## src/rtl/crc_app_pkg.sv

```systemverilog
package crc_app_pkg;
  localparam int CRC_W = 16;
  localparam logic [CRC_W-1:0] CRC_POLY = 16'h8005;
  localparam logic [CRC_W-1:0] CRC_INIT = 16'h0000;
endpackage

```

## src/rtl/crc_bit_engine.sv

```systemverilog
module crc_bit_engine #(
  parameter int          W    = 16,
  parameter logic [W-1:0] POLY = 16'h8005,
  parameter logic [W-1:0] INIT = '0
) (
  input  logic         clk,
  input  logic         rst,
  input  logic         clear,
  input  logic         advance,
  input  logic         din,
  output logic [W-1:0] crc_q,
  output logic [W-1:0] crc_next
);
  logic fb;
  assign fb = crc_q[W-1] ^ din;

  // one LFSR step per generated bit position
  for (genvar i = 0; i < W; i++) begin : g_step
    if (i == 0) begin : g_lsb
      assign crc_next[i] = POLY[i] & fb;
    end else begin : g_upper
      assign crc_next[i] = crc_q[i-1] ^ (POLY[i] & fb);
    end
  end

  always_ff @(posedge clk) begin
    if (rst || clear) crc_q <= INIT;
    else if (advance) crc_q <= crc_next;
  end
endmodule

```

## src/rtl/crc_tail_shifter.sv

```systemverilog
module crc_tail_shifter #(
  parameter int W = 16
) (
  input  logic         clk,
  input  logic         rst,
  input  logic         abort,
  input  logic         load,
  input  logic [W-1:0] load_val,
  output logic         busy,
  output logic         msb
);
  localparam int CNT_W = $clog2(W);
  localparam logic [CNT_W-1:0] CNT_LAST = CNT_W'(W - 1);

  logic [W-1:0]     sh;
  logic [CNT_W-1:0] cnt;

  always_ff @(posedge clk) begin
    if (rst || abort) begin
      sh   <= '0;
      cnt  <= '0;
      busy <= 1'b0;
    end else if (load) begin
      sh   <= load_val;
      cnt  <= '0;
      busy <= 1'b1;
    end else if (busy) begin
      sh  <= {sh[W-2:0], 1'b0};
      cnt <= cnt + 1'b1;
      if (cnt == CNT_LAST) busy <= 1'b0;
    end
  end

  assign msb = sh[W-1];

  AST_NO_RELOAD: assert property (@(posedge clk) disable iff (rst)
    busy |-> !load);
endmodule

```

## src/rtl/crc_append_sdo.sv

```systemverilog
module crc_append_sdo
  import crc_app_pkg::*;
#(
  parameter int              W    = CRC_W,
  parameter logic [W-1:0]    POLY = CRC_POLY,
  parameter logic [W-1:0]    INIT = CRC_INIT
) (
  input  logic clk,
  input  logic rst,
  input  logic cs_n,
  input  logic crc_en,
  input  logic in_valid,
  input  logic in_bit,
  input  logic in_last,
  output logic hold,
  output logic out_valid,
  output logic out_bit,
  output logic out_crc
);
  logic         accept;
  logic         seq_done;
  logic         tail_busy;
  logic         tail_msb;
  logic [W-1:0] crc_q;
  logic [W-1:0] crc_next;

  assign accept   = in_valid && !hold && !cs_n;
  assign seq_done = accept && in_last;
  assign hold     = tail_busy;

  crc_bit_engine #(.W(W), .POLY(POLY), .INIT(INIT)) u_engine (
    .clk      (clk),
    .rst      (rst),
    .clear    (cs_n || seq_done),
    .advance  (accept),
    .din      (in_bit),
    .crc_q    (crc_q),
    .crc_next (crc_next)
  );

  crc_tail_shifter #(.W(W)) u_tail (
    .clk      (clk),
    .rst      (rst),
    .abort    (cs_n),
    .load     (seq_done && crc_en),
    .load_val (crc_next),
    .busy     (tail_busy),
    .msb      (tail_msb)
  );

  always_ff @(posedge clk) begin
    if (rst || cs_n) begin
      out_valid <= 1'b0;
      out_bit   <= 1'b0;
      out_crc   <= 1'b0;
    end else if (tail_busy) begin
      out_valid <= 1'b1;
      out_bit   <= tail_msb;
      out_crc   <= 1'b1;
    end else if (accept) begin
      out_valid <= 1'b1;
      out_bit   <= in_bit;
      out_crc   <= 1'b0;
    end else begin
      out_valid <= 1'b0;
      out_crc   <= 1'b0;
    end
  end

  AST_PASS_THROUGH: assert property (@(posedge clk) disable iff (rst)
    (in_valid && !hold && !cs_n) |=> (out_valid && !out_crc && out_bit == $past(in_bit)));
  AST_IDLE_SILENT: assert property (@(posedge clk) disable iff (rst)
    (!in_valid && !hold) |=> !out_valid);
  AST_CS_CLEARS: assert property (@(posedge clk) disable iff (rst)
    cs_n |=> (!out_valid && !hold));
  AST_HOLD_START: assert property (@(posedge clk) disable iff (rst)
    $rose(hold) |-> $past(in_valid && in_last && crc_en && !cs_n));
  AST_NO_TAIL_OFF: assert property (@(posedge clk) disable iff (rst)
    (in_valid && in_last && !crc_en && !hold && !cs_n) |=> !hold);
  AST_CRC_IN_HOLD: assert property (@(posedge clk) disable iff (rst)
    out_crc |-> (out_valid && $past(hold)));
endmodule

```

## config.mk

```make
export PLATFORM = sky130hd
export DESIGN_NAME = crc_append_sdo
export DESIGN_NICKNAME = d
export VERILOG_FILES = /design/src/rtl/crc_app_pkg.sv /design/src/rtl/crc_bit_engine.sv /design/src/rtl/crc_tail_shifter.sv /design/src/rtl/crc_append_sdo.sv
export SDC_FILE = /design/constraint.sdc
export NUM_CORES = 1
export LEC_CHECK = 0
export BUFFER_PORTS_ARGS = -buffer_cell sky130_fd_sc_hd__buf_2
export CAP_MARGIN = 10
export CELL_PAD_IN_SITES_DETAIL_PLACEMENT = 1
export CELL_PAD_IN_SITES_GLOBAL_PLACEMENT = 1
export CORE_ASPECT_RATIO = 1.1
export CORE_MARGIN = 1.5
export CORE_UTILIZATION = 48
export DETAILED_ROUTE_END_ITERATION = 8
export HOLD_SLACK_MARGIN = 0.12
export PLACE_DENSITY_LB_ADDON = 0.2
export SLEW_MARGIN = 20
export SYNTH_ARGS = -nofsm -noshare
export SYNTH_HDL_FRONTEND = slang
export SYNTH_SLANG_ARGS = --single-unit
export TNS_END_PERCENT = 30
```

## constraint.sdc

```tcl
create_clock -name clk -period 2.85 [get_ports clk]
set_clock_uncertainty 0.15 [all_clocks]
set_input_delay 0.57 -clock clk [delete_from_list [all_inputs] [get_ports clk]]
set_output_delay 0.57 -clock clk [all_outputs]
set_load 0.01 [all_outputs]
```

==> results of run 1 <==
layer usage:
layer  global-route usage  up-vias
met5                    0        -
met4                0.134        0
met3               0.0374        7
met2                0.343       15
met1                0.280      648
li1                     -      657
area by class of cell:
| class | instances | area share |
|---|---|---|
| inverters | 1 | 0.00207 |
| well taps | 48 | 0.0331 |
| repair buffers | 13 | 0.0400 |
| multi-input cells | 129 | 0.448 |
| flip-flops and latches | 40 | 0.441 |
| clock buffers | 7 | 0.0359 |
sequential cells by signal (all words and copies together) (netlist names):
signal / flops
u_tail.busy: 1
u_engine.crc_q: 16
out_bit: 1
out_crc: 1
out_valid: 1
u_tail.cnt: 4
u_tail.sh: 16
tightest hold or removal path, cell delays in order (launching register included):
cell,delay (ns)
dfxtp_1,0.33
nand2_1,0.05
a21oi_1,0.05
path summary, 6_finish.rpt:
path,end,slack (ns)
worst max-delay path,u_tail.sh[4],0.46
worst min-delay path,u_engine.crc_q[1],0.32
worst max register to register,u_tail.sh[4],0.46
worst min register to register,u_engine.crc_q[1],0.32
through the flow:
step	setup WS [ns]	hold slack [ns]	cells	util	area, µm²
finish	0.459	0.318	238	0.545	1810
global route	0.338	0.348	238	0.545	1810
CTS	0.471	0.324	238	0.545	1810
detailed placement	0.392	0.307	231	0.525	1750
global placement	0.474	0.298	231	0.525	1750
floorplan	1.09	0.287	184	-	1680
synthesized netlist by cell type (4+ instances only):
cell type / n
a211oi_1: 15
a21oi_1: 17
buf_2: 5
clkbuf_1: 6
dfxtp_1: 40
mux2i_1: 15
nand2_1: 31
nor2_1: 6
nor3_1: 17
xnor2_1: 4
cells in the final DEF, fill, tap and decap left out, drive strengths merged:
cell type / n
a211oi: 15
a21oi: 17
a31o: 1
a31oi: 2
and2: 2
buf: 13
clkbuf: 7
dfxtp: 40
ha: 1
inv: 1
mux2i: 15
nand2: 31
nand3: 2
nand4: 1
nand4b: 1
nor2: 6
nor2b: 1
nor3: 18
nor3b: 1
o211ai: 1
o21ai: 1
o2bb2ai: 2
or2: 1
or3: 2
or3b: 1
xnor2: 4
xor2: 2
xor3: 1
kinds of logic (layout without fill, tap and decap cells):
| family | Yosys count | after routing | share of synthesized area |
|---|---|---|---|
| xor+xnor | 7 | 7 | 0.0454 |
| compound gates | 39 | 39 | 0.148 |
| fa+ha+maj | 1 | 1 | 0.00743 |
| buf+inv | 15 | 21 | 0.0416 |
| simple gates | 67 | 67 | 0.193 |
| flops | 40 | 40 | 0.476 |
| mux | 15 | 15 | 0.0892 |
power groups by stage:
stage                     Clock (W)  Combinational (W)  Sequential [W]
after floorplan                   0          0.0000445        0.000579
after global placement            0          0.0000602        0.000580
after detailed placement          0          0.0000628        0.000581
after CTS                  0.000333          0.0000633        0.000568
after global routing       0.000350          0.0000699        0.000569
final                      0.000320          0.0000632        0.000568
==> impl_metrics.py, run 1 <==
metrics = {
    "logic_synthesis": {
        "synth.area.top_cells": "dfxtp_1 (48%), mux2i_1 (8.9%), nand2_1 (6.9%)",
        "yosysUniqueCellTypes": 31,
        "seq_area_frac_synth": 0.476,
        "async_flop_share": 0,
        "synthFlopType": "dfxtp_1",
        "synth_area_leader_cell": "dfxtp_1",
        "yosys_warnings": 0,
        "syn-num-nets": 192,
        "synth_area_um2": 1680,
        "syn_inst": 184,
        "synth_edf_count": 0,
        "yosys.area.top_type_share": 0.476,
        "ys_ff_latch": 40,
        "avgSynthCellArea_um2": 9.15,
    },
    "sta": {
        "worstMarginPinSlew_ns": 0.673,
        "rsz0062_at_grt": "false",
        "finalSetupTns_ns": 0,
        "finalHoldViolCount": 0,
        "setup_violations": 0,
        "slew_headroom": 0.551,
        "min_period_over_period": 0.839,
        "min_period_ns": 2.39,
        "fmax_mhz": 418,
        "slew_violations": 0,
    },
    "grt": {
        "grt_usage": 0.220,
        "grt_pass1_wl_um": 6260,
        "overflow": 0,
        "grt_max_degree": 34,
        "grt_antenna_before_repair": 0,
        "grt_pass1_vias": 1330,
    },
    "floorplanning": {
        "core_area_um2": 3330,
        "die_w_um": 59.5,
        "io_pins": 11,
        "dieArea_um2": 3870,
        "std_cell_rows": 22,
        "die_h_um": 65.1,
        "start_util": 0.505,
    },
    "route": {
        "firstDrtPassIters": 4,
        "highest_layer": "met4",
        "wl_per_cell_um": 15.4,
        "drc_errors": 0,
        "vias": 1327,
        "drt_iter0_markers": 55,
        "via_per_inst": 5.58,
        "met3_length_um": 83,
        "wl_um": 3670,
        "ant_nets": 0,
        "met1Wirelength_um": 1770,
        "wl_met2_um": 1730,
    },
    "power": {
        "netSwitchingPower_w": 0.000227,
        "p_seq_frac": 0.597,
        "p_clk_frac": 0.337,
        "internal_power_w": 0.000724,
        "switching_share": 0.239,
        "p_per_area_nw_per_um2": 524,
        "comb_power_share": 0.066,
        "ir_worst_vdd_mv": 0.246,
        "p_leak_nw": 0.555,
        "power_w": 0.000951,
    },
    "clock_tree": {
        "cts_setup_buffers": 0,
        "clock-sinks": 40,
        "cts_max_path_buffers": 2,
        "cts_resized": 0,
        "root_buffer": "clkbuf_4",
        "hold_buffers": 0,
        "htree_levels": 2,
        "clock_latency_ns": 0.36,
        "cts_buffers": 5,
        "cts_tree": "yes",
        "clk_pin_slew_ns": 0.12,
    },
    "placement": {
        "numPortBuffers": 10,
        "gp_congestion": 0.704,
        "dp_hpwl_um": 2530,
    },
    "run_status": {
        "outcome": "complete, no violations",
    },
    "finish": {
        "regArea_um2": 801,
        "num-fill-cells": 400,
        "drive_gt1_frac": 0.121,
        "multi_input_area_um2": 812,
        "num_antenna_cells": 0,
        "areaGrowthSynthToFinish_pct": 7.81,
        "fin_nets": 198,
    },
    "worst_setup_path": {
        "worst-path-stages": 3,
        "cp_num_buf_inv": 0,
        "cp.required_ns": 2.97,
        "cp_max_fo": 17,
        "path_cells": "nor3b_4 > nand3_1 > a211oi_1",
        "cp-end-kind": "flop",
        "cp_slowest_stage_delay_ns": 0.66,
        "reg2reg_depth": 3,
        "path_class": "reg2reg",
        "critPathTopFamily": "simple AND/OR/NAND/NOR gates",
        "worst_ep_arrival_time_ns": 2.51,
        "cp-start-kind": "flop",
        "r2r_start": "u_tail.busy",
        "startpoint": "u_tail.busy",
        "cp_slowest_cell": "nor3b_4",
    },
    "hold_path": {
        "worstHoldPathCells": 2,
        "min_from": "u_engine.crc_q[1]",
        "hold_class": "reg2reg",
    },
    "run": {
        "max_cap_violations": 0,
    },
}
Note: power is estimated with default switching activity, not from simulation.
==> run 2, diff against run 1 <==
--- a/config.mk
+++ b/config.mk
@@ -5,13 +5,14 @@
 export SDC_FILE = /design/constraint.sdc
 export NUM_CORES = 1
 export LEC_CHECK = 0
+export ABC_AREA = 1
 export BUFFER_PORTS_ARGS = -buffer_cell sky130_fd_sc_hd__buf_2
 export CAP_MARGIN = 10
 export CELL_PAD_IN_SITES_DETAIL_PLACEMENT = 1
 export CELL_PAD_IN_SITES_GLOBAL_PLACEMENT = 1
 export CORE_ASPECT_RATIO = 1.1
 export CORE_MARGIN = 1.5
-export CORE_UTILIZATION = 48
+export CORE_UTILIZATION = 44
 export DETAILED_ROUTE_END_ITERATION = 8
 export HOLD_SLACK_MARGIN = 0.12
 export PLACE_DENSITY_LB_ADDON = 0.2
==> constraint.sdc (replaced) <==
create_clock -name clk -period 2.2 [get_ports clk]
set_clock_uncertainty 0.15 [all_clocks]
set_input_delay 0.44 -clock clk [delete_from_list [all_inputs] [get_ports clk]]
set_output_delay 0.44 -clock clk [all_outputs]
set_load 0.01 [all_outputs]
==> impl_metrics.py, run 2 <==
metrics = {
    "run": {
        "max_cap_violations": 0,
    },
    "logic_synthesis": {
        "synth_area_leader_cell": "dfxtp_1",
        "synth_xor_xnor_area_share": 0.00458,
        "synth_top_family_by_area": "simple AND/OR/NAND/NOR gates",
        "yosysMostFrequentCell": "nand2_1",
        "syn-num-nets": 268,
        "synth_edf_count": 0,
        "yosys_warnings": 0,
        "ys_ff_latch": 40,
        "seq_area_frac_synth": 0.419,
        "synthAdderAreaFrac": 0.00654,
        "synthFlopType": "dfxtp_1",
        "synth_area_um2": 1910,
        "syn_inst": 260,
        "synth.area.mux_share": 0,
        "synth_simple_gate_area_share": 0.355,
        "yosysUniqueCellTypes": 26,
        "avgSynthCellArea_um2": 7.35,
        "synth.area.top_cells": "dfxtp_1 (42%), nand2_1 (19%), nand3_1 (6.5%)",
        "yosys.area.top_type_share": 0.419,
        "async_flop_share": 0,
        "synth_common_cells": "nand2_1 (95), dfxtp_1 (40), nand3_1 (25), a21oi_1 (24), inv_1 (23)",
        "synth-compound-area-share": 0.112,
    },
    "finish": {
        "layout_common_cells": "nand2_1 (95), dfxtp_1 (40), nand3_1 (25)",
        "areaGrowthSynthToFinish_pct": 7.59,
        "num_antenna_cells": 0,
        "reg_top3": "u_engine.crc_q: 16 flops, u_tail.sh: 16 flops, u_tail.cnt: 4 flops",
        "num-fill-cells": 529,
        "drive_gt1_frac": 0.183,
        "multi_input_area_um2": 913,
        "regArea_um2": 801,
        "fin_nets": 275,
        "final_common_cell": "nand2_1",
        "final-instance-count-excl-fill": 320,
    },
    "floorplanning": {
        "start_util": 0.472,
        "die_h_um": 72.1,
        "die_w_um": 65.9,
        "core_area_um2": 4050,
        "std_cell_rows": 24,
        "io_pins": 11,
        "dieArea_um2": 4750,
    },
    "sta": {
        "min_period_ns": 1.66,
        "setup_violations": 0,
        "worstMarginPinSlew_ns": 0.423,
        "setup_slack_ns": 0.535,
        "fmax_mhz": 601,
        "finalHoldViolCount": 0,
        "finalSetupTns_ns": 0,
        "min_period_over_period": 0.757,
        "rsz0062_at_grt": "false",
        "slew_headroom": 0.717,
        "slew_violations": 0,
    },
    "clock_tree": {
        "htree_levels": 2,
        "cts_resized": 0,
        "clock-sinks": 40,
        "cts_tree": "yes",
        "cts_max_path_buffers": 2,
        "hold_buffers": 0,
        "root_buffer": "clkbuf_8",
        "cts_buffers": 5,
        "clock_latency_ns": 0.29,
        "clk_pin_slew_ns": 0.08,
        "cts_setup_buffers": 0,
    },
    "worst_setup_path": {
        "cp-end-kind": "flop",
        "cp-start-kind": "flop",
        "cp_max_fo": 31,
        "path_class": "reg2reg",
        "worst_ep_arrival_time_ns": 1.75,
        "cp.required_ns": 2.29,
    },
    "run_status": {
        "outcome": "complete, no violations",
    },
    "route": {
        "vias": 1592,
        "ant_nets": 0,
        "drc_errors": 0,
        "drt_iter0_markers": 75,
        "via_per_inst": 4.98,
        "wl_um": 4160,
        "firstDrtPassIters": 4,
        "wl_per_cell_um": 13.0,
    },
    "power": {
        "p_leak_nw": 0.753,
        "p_per_area_nw_per_um2": 687,
        "netSwitchingPower_w": 0.000321,
        "p_clk_frac": 0.416,
        "ir_worst_vdd_mv": 0.349,
        "internal_power_w": 0.00109,
        "comb_power_share": 0.065,
        "switching_share": 0.227,
        "power_w": 0.00141,
        "p_seq_frac": 0.520,
    },
    "placement": {
        "dp_hpwl_um": 2820,
        "gp_congestion": 0.753,
        "numPortBuffers": 10,
        "post-place-ws_ns": 0.451,
        "dp.cells": 312,
    },
    "grt": {
        "grt_max_degree": 32,
        "grt_pass1_wl_um": 7460,
        "grt_usage": 0.200,
        "overflow": 0,
        "grt_antenna_before_repair": 0,
        "grt_pass1_vias": 1664,
    },
    "hold_path": {
        "hold_class": "in2reg",
    },
}
==> run 2: changes by cell type after synthesis, moves of 10 or more <==
cell	delta
nand2_1	+64
nand3_1	+23
mux2i_1	-15
a21oi_2	+10
inv_1	+22
a211oi_1	-15
nand2_2	+11
nor3_1	-16
==> run 2: routing by layer <==
metal	global-route usage	part of all wire	up-vias
met2	0.340	0.48	12
li1	-	-	829
met4	0.0602	0.011	0
met3	0.0450	0.021	6
met1	0.253	0.48	745
met5	0	0	-
==> run 2: cell type report <==
type / count / area share
multi-input cells: 181 / 0.444
inverters: 27 / 0.0511
well taps: 52 / 0.0316
clock buffers: 6 / 0.0353
repair buffers: 12 / 0.0316
clock inverters: 2 / 0.0170
flip-flops and latches: 40 / 0.389
==> run 2: stage by stage <==
stage                     instance area, µm²   util  hold WS, ns
final                                   2060  0.507        0.283
after global routing                    2060  0.507        0.286
after CTS                               2060  0.507        0.280
after detailed placement                1950  0.481        0.326
after global placement                  1950  0.481        0.319
after floorplan                         1910      -        0.299
==> run 2: cell families after synthesis <==
kind of cell	after synthesis
xor gates and xnor gates	1
AOI/OAI and AO/OA	35
DFF	40
and+or+nand+nor	144
adders and majority gates	1
buffers and inverters	39
==> run 2: power by group through the flow <==
stage | Combinational, W | Clock (W) | Sequential [W]
floorplan | 0.0000711 | 0 | 0.000751
global placement | 0.0000910 | 0 | 0.000751
detailed placement | 0.0000922 | 0 | 0.000751
CTS | 0.0000930 | 0.000604 | 0.000734
global route | 0.000104 | 0.000630 | 0.000735
finish | 0.0000917 | 0.000587 | 0.000734
==> run 2: critical path: stages, from the launching register on <==
cell and delay, ns:
dfxtp_1 0.38, inv_4 0.25, nand4_4 0.40, nand2_1 0.21
nand2_1 0.10, a21oi_2 0.11
==> run 2: worst paths after layout <==
check | cells past startpoint | slack, ns | end | startpoint
max | 5 | 0.54 | u_tail.sh[12] | u_tail.busy
min reg2reg | 2 | 0.33 | u_engine.crc_q[11] | u_engine.crc_q[10]
min | 4 | 0.28 | u_tail.sh[15] | rst
max reg2reg | 5 | 0.54 | u_tail.sh[12] | u_tail.busy
==> run 3, diff against run 2 <==
--- a/config.mk
+++ b/config.mk
@@ -12,7 +12,7 @@
 export CELL_PAD_IN_SITES_GLOBAL_PLACEMENT = 1
 export CORE_ASPECT_RATIO = 1.1
 export CORE_MARGIN = 1.5
-export CORE_UTILIZATION = 44
+export CORE_UTILIZATION = 39
 export DETAILED_ROUTE_END_ITERATION = 8
 export HOLD_SLACK_MARGIN = 0.12
 export PLACE_DENSITY_LB_ADDON = 0.2
==> constraint.sdc (replaced) <==
create_clock -name clk -period 1.36 [get_ports clk]
set_clock_uncertainty 0.15 [all_clocks]
set_input_delay 0.272 -clock clk [delete_from_list [all_inputs] [get_ports clk]]
set_output_delay 0.272 -clock clk [all_outputs]
set_load 0.01 [all_outputs]
==> impl_metrics.py, run 3 (same netlist as run 2, synthesis figures left out) <==
metrics = {
    "placement": {
        "gp_congestion": 0.786,
        "dp_hpwl_um": 2910,
        "numPortBuffers": 10,
    },
    "sta": {
        "min_period_over_period": 0.980,
        "slew_violations": 0,
        "finalHoldViolCount": 0,
        "worstMarginPinSlew_ns": 0.256,
        "min_period_ns": 1.33,
        "rsz0062_at_grt": "true",
        "setup_violations": 0,
        "holdWs_ns": 0.143,
        "fmax_mhz": 750,
        "finalSetupTns_ns": 0,
        "slew_headroom": 0.828,
    },
    "grt": {
        "grt_usage": 0.171,
        "grt_antenna_before_repair": 0,
        "grt_max_degree": 20,
        "grt_pass1_wl_um": 7420,
        "overflow": 0,
        "grt_pass1_vias": 1582,
    },
    "route": {
        "vias": 1629,
        "ant_nets": 0,
        "drt_iter0_markers": 90,
        "firstDrtPassIters": 4,
        "via_per_inst": 4.83,
        "wl_um": 4290,
        "drc_errors": 0,
        "wl_per_cell_um": 12.7,
    },
    "run": {
        "max_cap_violations": 0,
    },
    "hold_path": {
        "worstHoldPathCells": 3,
        "min_to": "out_bit",
        "min_from": "in_bit",
        "hold_class": "in2reg",
    },
    "worst_setup_path": {
        "r2r_start": "u_tail.busy",
        "r2r_slack_ns": 0.05,
        "cp-start-kind": "flop",
        "cp-end-kind": "output pin",
        "cp.required_ns": 0.94,
        "reg2reg_depth": 7,
        "startpoint": "u_tail.busy",
        "path_class": "reg2out",
        "worst_ep_arrival_time_ns": 0.91,
        "worst_r2r_endpoint": "u_tail.sh[13]",
        "cp_max_fo": 5,
    },
    "clock_tree": {
        "clk_pin_slew_ns": 0.08,
        "htree_levels": 2,
        "cts_max_path_buffers": 2,
        "cts_buffers": 5,
        "clock-sinks": 40,
        "clock_latency_ns": 0.29,
        "cts_tree": "yes",
        "root_buffer": "clkbuf_8",
    },
    "floorplanning": {
        "io_pins": 11,
        "start_util": 0.408,
        "core_area_um2": 4680,
        "die_h_um": 76.4,
        "std_cell_rows": 26,
        "dieArea_um2": 5330,
        "die_w_um": 69.8,
    },
    "power": {
        "p_per_area_nw_per_um2": 1070,
        "p_leak_nw": 0.859,
        "ir_worst_vdd_mv": 0.598,
    },
    "finish": {
        "fin_nets": 288,
        "num-fill-cells": 603,
        "areaGrowthSynthToFinish_pct": 18.9,
        "reg_top3": "u_engine.crc_q: 16 flops, u_tail.sh: 16 flops, u_tail.cnt: 4 flops",
        "layout_common_cells": "nand2_1 (94), dfxtp_1 (39), nand3_1 (25)",
        "num_antenna_cells": 0,
        "drive_gt1_frac": 0.228,
        "final_common_cell": "nand2_1",
    },
    "run_status": {
        "outcome": "complete, no violations",
    },
}
-- run 3: changes by cell type in the layout (fill, tap and decap cells not counted), sizes merged --
| cell | before | now |
|---|---|---|
| clkbuf | 6 | 8 |
| dlygate4sd3 | 0 | 1 |
| buf | 12 | 23 |
| clkinv | 3 | 2 |
-- run 3: stage by stage --
step / total power [W] / util / instances / cell area (µm²) / worst slack (ns)
floorplan: 0.00133 / - / 260 / 1910 / 0.0297
global placement: 0.00139 / 0.436 / 323 / 2040 / -0.0461
detailed placement: 0.00139 / 0.436 / 323 / 2040 / -0.0734
global route: 0.00253 / 0.485 / 337 / 2270 / -0.0165
CTS: 0.00246 / 0.474 / 334 / 2220 / 0.0150
finish: 0.00244 / 0.485 / 337 / 2270 / 0.0267
-- run 3: cell type report --
class	count	area [µm²]	share of cell area
Inverter	27	110	0.0484
Clock inverter	1	30.0	0.0132
Timing Repair Buffer	25	246	0.108
Multi-Input combinational cell	181	916	0.403
Sequential cell	40	805	0.354
Clock buffer	7	96.3	0.0424
Tap cell	56	70.1	0.0308
-- run 3: how the worst max path moves through the flow --
| stage | slack (ns) | cells past startpoint | endpoint |
|---|---|---|---|
| floorplan | 0.03 | 7 | u_tail.sh[6] |
| global placement | -0.05 | 8 | u_tail.sh[2] |
| detailed placement | -0.07 | 8 | u_tail.sh[2] |
| CTS | 0.02 | 2 | hold |
| global route | -0.02 | 8 | u_tail.sh[15] |
| finish | 0.03 | 2 | hold |
-- run 3: power by group --
group,switching (W),total (W),internal [W],leakage (nW)
logic,0.000115,0.000186,0.0000713,0.471
registers,0.00000685,0.00119,0.00118,0.323
clock network,0.000421,0.00107,0.000648,0.0645
-- run 3: what timing repair did --
item / CTS / global route
endpoints found under the setup margin: 5 / 16
setup buffers: 2 / 2
pin swaps: 1 / 2
gates resized for setup: 4 / 4
hold buffers: 1 / 0
gates cloned: 0 / 1
hold endpoints to repair: 2 / 0
-- run 3: per-layer routing --
layer / vias up / wire length (µm) / track usage
li1: 853 / - / -
met1: 757 / 2140 / 0.231
met2: 12 / 2020 / 0.271
met3: 7 / 65 / 0.0278
met4: 0 / 65 / 0.0692
met5: - / 0 / 0
-- run 3: worst max-delay path, cell delays in order, from the launching register on --
cell and delay [ns]:
dfxtp_4 0.38, buf_8 0.13, buf_6 0.11
